--- config.mk ---
export PLATFORM = sky130hd
export DESIGN_NAME = ecc_sess_ctrl
export DESIGN_NICKNAME = d
export VERILOG_FILES = /design/src/rtl/ecc_sess_pkg.sv /design/src/rtl/ecc_sess_bytecnt.sv /design/src/rtl/ecc_sess_timer.sv /design/src/rtl/ecc_sess_regs.sv /design/src/rtl/ecc_sess_ctrl.sv
export SDC_FILE = /design/constraint.sdc
export NUM_CORES = 1
export LEC_CHECK = 0
export ABC_AREA = 1
export BUFFER_PORTS_ARGS = -buffer_cell sky130_fd_sc_hd__buf_2
export CORE_UTILIZATION = 47
export CTS_CLUSTER_SIZE = 8
export DETAILED_ROUTE_END_ITERATION = 16
export HOLD_SLACK_MARGIN = 0.12
export PLACE_DENSITY = 0.88
export SLEW_MARGIN = 25
export SYNTH_ARGS = -nofsm -noshare
export SYNTH_HDL_FRONTEND = slang
export SYNTH_HIERARCHICAL = 1
export SYNTH_SLANG_ARGS = --single-unit
--- constraint.sdc ---
create_clock -name clk -period 3.9 [get_ports clk]
set_input_delay 0.585 -clock clk [delete_from_list [all_inputs] [get_ports clk]]
set_output_delay 0.585 -clock clk [all_outputs]
set_load 0.01 [all_outputs]
--- src/rtl/ecc_sess_pkg.sv ---
`timescale 1ns/1ps
package ecc_sess_pkg;

    typedef enum logic [1:0] {
        ST_IDLE = 2'd0,
        ST_RUN  = 2'd1,
        ST_BUSY = 2'd2
    } sess_state_t;

    // Field positions decoded by software
    localparam int CFG_MODE_LSB  = 0;
    localparam int CFG_SIZE_LSB  = 16;
    localparam int CTL_ABORT_BIT = 0;
    localparam int CTL_START_BIT = 2;
    localparam int CTL_DIR_BIT   = 16;
    localparam int STS_DEC_BIT   = 24;
    localparam int STS_ENC_BIT   = 25;
    localparam int STS_BUSY_BIT  = 31;

endpackage

--- src/rtl/ecc_sess_bytecnt.sv ---
`timescale 1ns/1ps
module ecc_sess_bytecnt #(
    parameter int CNT_W = 11
) (
    input  logic             clk,
    input  logic             rst_n,
    input  logic             clr,
    input  logic             inc,
    output logic [CNT_W-1:0] count
);
    always_ff @(posedge clk or negedge rst_n) begin
        if (!rst_n)   count <= '0;
        else if (clr) count <= '0;
        else if (inc) count <= count + CNT_W'(1);
    end
endmodule

--- src/rtl/ecc_sess_timer.sv ---
`timescale 1ns/1ps
module ecc_sess_timer #(
    parameter int LAT = 4
) (
    input  logic clk,
    input  logic rst_n,
    input  logic load,
    input  logic tick,
    output logic last
);
    localparam int TW = (LAT > 1) ? $clog2(LAT) : 1;

    logic [TW-1:0] left_q;

    always_ff @(posedge clk or negedge rst_n) begin
        if (!rst_n)                     left_q <= '0;
        else if (load)                  left_q <= TW'(LAT - 1);
        else if (tick && left_q != '0)  left_q <= left_q - TW'(1);
    end

    assign last = (left_q == '0);
endmodule

--- src/rtl/ecc_sess_regs.sv ---
`timescale 1ns/1ps
module ecc_sess_regs
    import ecc_sess_pkg::*;
#(
    parameter int MSG_W = 10
) (
    input  logic             clk,
    input  logic             rst_n,
    input  logic             cfg_we,
    input  logic [31:0]      cfg_wdata,
    input  logic             ctl_we,
    input  logic [31:0]      ctl_wdata,
    input  logic             sts_we,
    input  logic [31:0]      sts_wdata,
    input  logic             set_enc,
    input  logic             set_dec,
    input  logic             busy,
    output logic [MSG_W-1:0] len_m1,
    output logic             dir_enc,
    output logic [31:0]      cfg_q,
    output logic [31:0]      ctl_q,
    output logic [31:0]      sts_q
);
    logic [1:0] mode_q;
    logic       enc_q;
    logic       dec_q;

    always_ff @(posedge clk or negedge rst_n) begin
        if (!rst_n) begin
            mode_q  <= '0;
            len_m1  <= '0;
            dir_enc <= 1'b0;
        end else begin
            if (cfg_we) begin
                mode_q <= cfg_wdata[CFG_MODE_LSB +: 2];
                len_m1 <= cfg_wdata[CFG_SIZE_LSB +: MSG_W];
            end
            if (ctl_we)
                dir_enc <= ctl_wdata[CTL_DIR_BIT];
        end
    end

    // Set has priority over write-one-to-clear
    always_ff @(posedge clk or negedge rst_n) begin
        if (!rst_n) begin
            enc_q <= 1'b0;
            dec_q <= 1'b0;
        end else begin
            if (set_enc)                              enc_q <= 1'b1;
            else if (sts_we && sts_wdata[STS_ENC_BIT]) enc_q <= 1'b0;
            if (set_dec)                              dec_q <= 1'b1;
            else if (sts_we && sts_wdata[STS_DEC_BIT]) dec_q <= 1'b0;
        end
    end

    always_comb begin
        cfg_q = '0;
        cfg_q[CFG_MODE_LSB +: 2]     = mode_q;
        cfg_q[CFG_SIZE_LSB +: MSG_W] = len_m1;
        ctl_q = '0;
        ctl_q[CTL_DIR_BIT] = dir_enc;
        sts_q = '0;
        sts_q[STS_BUSY_BIT] = busy;
        sts_q[STS_ENC_BIT]  = enc_q;
        sts_q[STS_DEC_BIT]  = dec_q;
    end
endmodule

--- src/rtl/ecc_sess_ctrl.sv ---
`timescale 1ns/1ps
module ecc_sess_ctrl
    import ecc_sess_pkg::*;
#(
    parameter int MSG_W       = 10,
    parameter int PAR_BYTES   = 13,
    parameter int DEC_LATENCY = 4
) (
    input  logic        clk,
    input  logic        rst_n,
    input  logic        cfg_we,
    input  logic [31:0] cfg_wdata,
    input  logic        ctl_we,
    input  logic [31:0] ctl_wdata,
    input  logic        sts_we,
    input  logic [31:0] sts_wdata,
    input  logic        lock_i,
    input  logic        byte_vld,
    output logic [31:0] cfg_q,
    output logic [31:0] ctl_q,
    output logic [31:0] sts_q
);
    localparam int CNT_W = $clog2((1 << MSG_W) + PAR_BYTES + 1);

    sess_state_t      state_q, state_d;
    logic [MSG_W-1:0] len_m1;
    logic             dir_enc;
    logic [CNT_W-1:0] byte_cnt;
    logic [CNT_W-1:0] budget;
    logic             start_req, abort_req;
    logic             accept, hit, tmr_last;
    logic             set_enc, set_dec, busy;

    assign abort_req = ctl_we & ctl_wdata[CTL_ABORT_BIT];
    assign start_req = ctl_we & ctl_wdata[CTL_START_BIT] & ~abort_req;
    assign budget    = CNT_W'(len_m1) + CNT_W'(1)
                     + (dir_enc ? CNT_W'(0) : CNT_W'(PAR_BYTES));

    // State register
    always_ff @(posedge clk or negedge rst_n) begin
        if (!rst_n) state_q <= ST_IDLE;
        else        state_q <= state_d;
    end

    // Next state
    always_comb begin
        state_d = state_q;
        if (abort_req)      state_d = ST_IDLE;
        else if (start_req) state_d = ST_RUN;
        else begin
            unique case (state_q)
                ST_IDLE: state_d = ST_IDLE;
                ST_RUN:  if (hit) state_d = dir_enc ? ST_IDLE : ST_BUSY;
                ST_BUSY: if (tmr_last) state_d = ST_IDLE;
                default: state_d = ST_IDLE;
            endcase
        end
    end

    // Outputs of the state machine
    always_comb begin
        accept  = 1'b0;
        busy    = 1'b0;
        unique case (state_q)
            ST_IDLE: ;
            ST_RUN:  accept = byte_vld & ~lock_i & ~abort_req & ~start_req;
            ST_BUSY: busy   = 1'b1;
            default: ;
        endcase
        hit     = accept & ((byte_cnt + CNT_W'(1)) == budget);
        set_enc = hit & dir_enc;
        set_dec = hit & ~dir_enc;
    end

    ecc_sess_bytecnt #(.CNT_W(CNT_W)) u_cnt (
        .clk   (clk),
        .rst_n (rst_n),
        .clr   (start_req | abort_req),
        .inc   (accept),
        .count (byte_cnt)
    );

    ecc_sess_timer #(.LAT(DEC_LATENCY)) u_tmr (
        .clk   (clk),
        .rst_n (rst_n),
        .load  (set_dec),
        .tick  (state_q == ST_BUSY),
        .last  (tmr_last)
    );

    ecc_sess_regs #(.MSG_W(MSG_W)) u_regs (
        .clk       (clk),
        .rst_n     (rst_n),
        .cfg_we    (cfg_we),
        .cfg_wdata (cfg_wdata),
        .ctl_we    (ctl_we),
        .ctl_wdata (ctl_wdata),
        .sts_we    (sts_we),
        .sts_wdata (sts_wdata),
        .set_enc   (set_enc),
        .set_dec   (set_dec),
        .busy      (busy),
        .len_m1    (len_m1),
        .dir_enc   (dir_enc),
        .cfg_q     (cfg_q),
        .ctl_q     (ctl_q),
        .sts_q     (sts_q)
    );
endmodule

After elaboration in Yosys (flattened, before gate mapping)
Index checks and enable logic that the tools add are counted.

cells by class
  $add $sub $neg = 4
  equality and inequality tests = 5
  multiplexer cells = 17
  bitwise logic cells = 14
  reductions and logical operators = 10

operator list
  cell                   number
  $mux 11                2
  $mux 2                 7
  $add 10x1->11 const B  1
  $add 11x1->11 const B  1
  $add 11x4->11          1
  $eq 11x11->1           1
  $reduce_bool 2->1      5
  $and 1x1->1            9
  $ne 4x4->1 const B     2
  $mux 1                 6
  $mux 4                 1
  $not 1->1              4
  $pmux 2 s2             1
  $logic_and 1x1->1      3
  $eq 2x1->1 const B     1
  $eq 2x2->1 const B     1
  $logic_not 2->1        1
  $reduce_and 2->1       1
  $sub 2x1->2 const B    1
  $or 1x1->1             1

storage, ports and cells
  bits in registers = 30
  bits of input ports = 103
  output and inout port bits = 96
  word-level logic and storage cells = 58

Longest topological paths before layout
  depth after elaboration = 11
  gate-level depth with buffers = 17
  gate-level depth less buffers = 16

Hierarchy
The synthesis kept the hierarchy.

by module, submodules not included
  module            times used  cells an instance  area an instance (µm²)  sequential area each (µm²)
  ecc_sess_regs     1           159                1303.8                  375.4
  ecc_sess_ctrl     1           232                1099.8                  50.0
  ecc_sess_bytecnt  1           82                 606.8                   275.3
  ecc_sess_timer    1           15                 112.6                   50.0

Least setup slack after synthesis
Ideal clock, no wire load.

  path kind = register -> register
  start point = reg u_regs.len_m1[0]
  end point = reg u_tmr.left_q[0]
  setup time = 0.068 ns
  arrival = 1.939 ns
  data required time = 3.832 ns
  setup slack = 1.893 ns
  cell stages (with the launch flop) = 18
  path buffers = 1
  period minus slack after synthesis = 2.007 ns
  cells stage by stage = dfrtp_1 > buf_4 > inv_1 > ha_1 > inv_1 > ha_1 > nand3_1 > nand2_2 > nand2_1 > nand2_1 > nand2_1 > nand2_2 > nand2_2 > nor2_2 > nand4_1 > inv_1 > inv_1 > nand3_1

between the ends
  cells in the longest elaborated chain, start to end = 6
  elaborated cells on any way between the ends = 7
  classes of those cells = add/sub: 2; eq/ne: 1; mux: 1; bitwise: 2; reduce/logical: 1

ends and longest elaborated chain
  item                                         line                  RTL
  start, declared                              ecc_sess_regs.sv:18   output logic [MSG_W-1:0] len_m1,
  start signal, assigned                       ecc_sess_regs.sv:36   len_m1 <= cfg_wdata[CFG_SIZE_LSB +: MSG_W];
  $add 10x1->11 *                              ecc_sess_ctrl.sv:36   assign budget = CNT_W'(len_m1) + CNT_W'(1)
  $add 11x4->11 *                              ecc_sess_ctrl.sv:37   + (dir_enc ? CNT_W'(0) : CNT_W'(PAR_BYTES));
  $eq 11x11->1 *                               ecc_sess_ctrl.sv:70   hit = accept & ((byte_cnt + CNT_W'(1)) == budget);
  $and 1x1->1 *                                ecc_sess_ctrl.sv:70
  $and 1x1->1 *                                ecc_sess_ctrl.sv:72   set_dec = hit & ~dir_enc;
  net set_dec                                  ecc_sess_ctrl.sv:32   logic set_enc, set_dec, busy;
  $mux 2 or $reduce_bool 2->1 (tied branches)  n/a
  end signal, assigned                         ecc_sess_timer.sv:17  else if (load) left_q <= TW'(LAT - 1);
  end signal, assigned                         ecc_sess_timer.sv:18  else if (tick && left_q != '0) left_q <= left_q - TW'(1);
  end, declared                                ecc_sess_timer.sv:13  logic [TW-1:0] left_q;

The timed path passes the listed nets; every way through them passes the cells marked *.
A chain may end at the register's enable or synchronous reset.

Worst setup path after layout
  start point = reg u_regs.dir_enc
  end point = reg u_tmr.left_q[1]

between the ends
  cells in the longest elaborated chain, start to end = 6
  elaborated cells on any way between the ends = 8
  classes of those cells = add/sub: 1; eq/ne: 1; mux: 2; bitwise: 3; reduce/logical: 1

ends and longest elaborated chain
  item                                         line                 RTL
  start, declared                              ecc_sess_regs.sv:19  output logic dir_enc,
  start signal, assigned                       ecc_sess_regs.sv:39  dir_enc <= ctl_wdata[CTL_DIR_BIT];
  $mux 4                                       ecc_sess_ctrl.sv:37
  $add 11x4->11                                ecc_sess_ctrl.sv:37
  $eq 11x11->1                                 ecc_sess_ctrl.sv:70
  $and 1x1->1                                  ecc_sess_ctrl.sv:70
  $and 1x1->1 *                                ecc_sess_ctrl.sv:72
  net set_dec                                  ecc_sess_ctrl.sv:32
  $mux 2 or $reduce_bool 2->1 (tied branches)  n/a

Marked as above.

==> results.cfg <==
[worst_setup_path]
worst_ep_required_time_ns = 4.13
critPathArrivalTime_ns = 2.56
cp-startpoint = u_regs/dir_enc
rr_endpoint = u_tmr/left_q[1]
reg2reg_depth = 16
critPathLaunchType = register
rrSetupSlack_ns = 1.57
cp-endpoint = u_tmr/left_q[1]
r2r_start = u_regs/dir_enc
crit_type = reg2reg
end_kind = register
cp_max_fo = 8

[clock_network]
cts_sinks = 30
cts_resized = 0
cts_buffer_depth = 2
cts-htree-levels = 2
clkTransAtPathRegs_ns = 0.07
cts_root_buf = clkbuf_8
clk_latency_ns = 0.29
cts_tree = done
postCtsHoldBufs = 0
post_cts_buffers = 0
cts_made_buffers = 5

[pwr]
power.internal_mw = 0.588
seq_power_share_pct = 39.6
irDropWorstVdd_mv = 0.335
netSwitchingFraction_pct = 33.4
p_sw_mw = 0.295
p_comb_share_pct = 25.7
p_leak_nw = 1.79
powerDensity_nw_per_um2 = 287
p_clk_share_pct = 34.7

[finish]
layout_commonest_cell = nand2_1
fin_nets = 624
syn_to_final_growth_pct = -1.56
final_util_pct = 48.1
final_cell_mix = nand2_1, conb_1, inv_1
drive_above_1_share_pct = 15.0
final_area_um2 = 3070
antenna_cells = 0

[yosys]
avgSynthCellArea_um2 = 6.40
synth-seq-area-share_pct = 24.0
synth_cell_types = 26
ys_warn_count = 6
netlist_area_um2 = 3120
syn_inst = 488
ys_seq_elements = 30

[drt]
vias_per_cell = 4.52
first_pass_iters = 5
drt_iter0_drc = 137
vias = 2674
ant_nets = 0
wire_per_inst_um = 9.31
drc = 0
totalWireLength_um = 5510

[timing]
skew_ns = 0.00880
fin_crit_sh_pct = 59.8
max_clock_freq_mhz = 429
finalSetupTns_ns = 0
min_period_ns = 2.33
setup_slack_ns = 1.57
max_slew_margin_pct = 55.3
hold_violations = 0
grt_setup_unrepaired = no
tightestPinTransition_ns = 0.670
setup_violations = 0
maxSlewViolCount = 0

[floorplanning]
dieArea_um2 = 6970
io_pins = 199
core_um2 = 6390
chipWidth_um = 83.5
die_h_um = 83.5
rows = 29
start_util_pct = 48.9

[placement]
place_congestion = 0.809
place_area_um2 = 2970
io_buffers = 39
dp_hpwl_um = 4300
dp_slack_ns = 1.54

[grt]
first_global_vias = 2328
antenna_found_initial = 0
grt_start_max_net_pins = 31
grt_overflow = 0
grt_pass1_wl_um = 9490
grtUsageTotal_pct = 16.3

[min_path]
hold_path_class = in2async

[job]
drv_cap = 0

[status]
outcome = completed
[through the flow]
stage          instances  hold WS (ns)  power (mW)
5_1_grt              592         0.385       0.941
3_5_place_dp         584         0.461       0.578
3_3_place_gp         584         0.453       0.566
2_1_floorplan        567         0.289       0.595
6_report             592         0.328       0.884
4_1_cts              592         0.353       0.888
[per-layer routing]
layer / vias to the layer above / global-route usage, % / wire length (µm)
met5: - / 0 / 0
li1: 1355 / - / -
met2: 100 / 30.1 / 2740
met1: 1212 / 18.9 / 2380
met3: 7 / 2.57 / 308
met4: 0 / 5.70 / 85
[power by group through the flow]
stage / logic (mW) / clock network [mW] / registers, mW
after global placement: 0.212 / 0 / 0.354
after CTS: 0.225 / 0.314 / 0.350
after global routing: 0.258 / 0.329 / 0.353
after detailed placement: 0.223 / 0 / 0.355
final: 0.227 / 0.307 / 0.350
after floorplan: 0.242 / 0 / 0.353
[sequential cells by signal, summed over array words and instances, names as in the netlist]
| signal | flops |
|---|---|
| u_regs/mode_q | 2 |
| u_regs/len_m1 | 10 |
| u_tmr/left_q | 2 |
| state_q | 2 |
| u_regs/dec_q | 1 |
| u_regs/dir_enc | 1 |
| u_regs/enc_q | 1 |
| u_cnt/count | 11 |
[cell usage after synthesis (all sizes together)]
| library cell | number | share of area (%) |
|---|---|---|
| ha | 7 | 2.8 |
| nor2 | 46 | 7.0 |
| dfrtp | 30 | 24 |
| a21oi | 5 | 0.92 |
| or2 | 1 | 0.20 |
| conb | 1 | 0.12 |
| nand2 | 150 | 19 |
| nand4 | 7 | 1.6 |
| o21ai | 19 | 3.2 |
| buf | 99 | 24 |
| clkinv | 1 | 0.12 |
| o21bai | 1 | 0.24 |
| nand3 | 41 | 7.4 |
| nand3b | 3 | 0.72 |
| inv | 77 | 9.3 |
[how the worst min path moves through the flow]
| stage | cells after the start | from | slack [ns] | to |
|---|---|---|---|---|
| after detailed placement | 2 | u_regs/dec_q | 0.46 | u_regs/dec_q |
| final | 1 | rst_n | 0.33 | u_tmr/left_q[1] |
| after global routing | 1 | rst_n | 0.38 | u_tmr/left_q[1] |
| after floorplan | 0 | rst_n | 0.29 | state_q[0] |
| after CTS | 1 | rst_n | 0.35 | u_tmr/left_q[0] |
| after global placement | 2 | u_regs/dec_q | 0.45 | u_regs/dec_q |
[kinds of logic after synthesis]
logic type	share of synthesized area (%)
AOI/OAI and AO/OA	4.33
adders and majority gates	2.80
buffers and inverters	33.3
DFF	24.0
other	0.120
and+or+nand+nor	35.5
[worst max-delay path, stage by stage, from the launching register on]
cell and delay (ns):
dfrtp_1 0.39, inv_1 0.11, ha_1 0.42, nand2_1 0.11
nand2_1 0.14, inv_2 0.06, nand2_2 0.09, nand2_1 0.06
nand2_1 0.07, nand2_1 0.07, nand2_2 0.06, nand2_2 0.05
nor2_2 0.14, nand4_1 0.20, inv_1 0.15, inv_1 0.06
nand3_1 0.08
[cell type report]
| cell class | instances | area [µm²] |
|---|---|---|
| fill | 630 | 3310 |
| multi-input combinational | 360 | 1630 |
| sequential | 30 | 751 |
| inverter | 78 | 293 |
| timing repair buffer | 39 | 195 |
| tap | 77 | 96.3 |
| clock buffer | 5 | 68.8 |
| clock inverter | 3 | 40.0 |
Note: power is estimated with default switching activity, not from simulation.
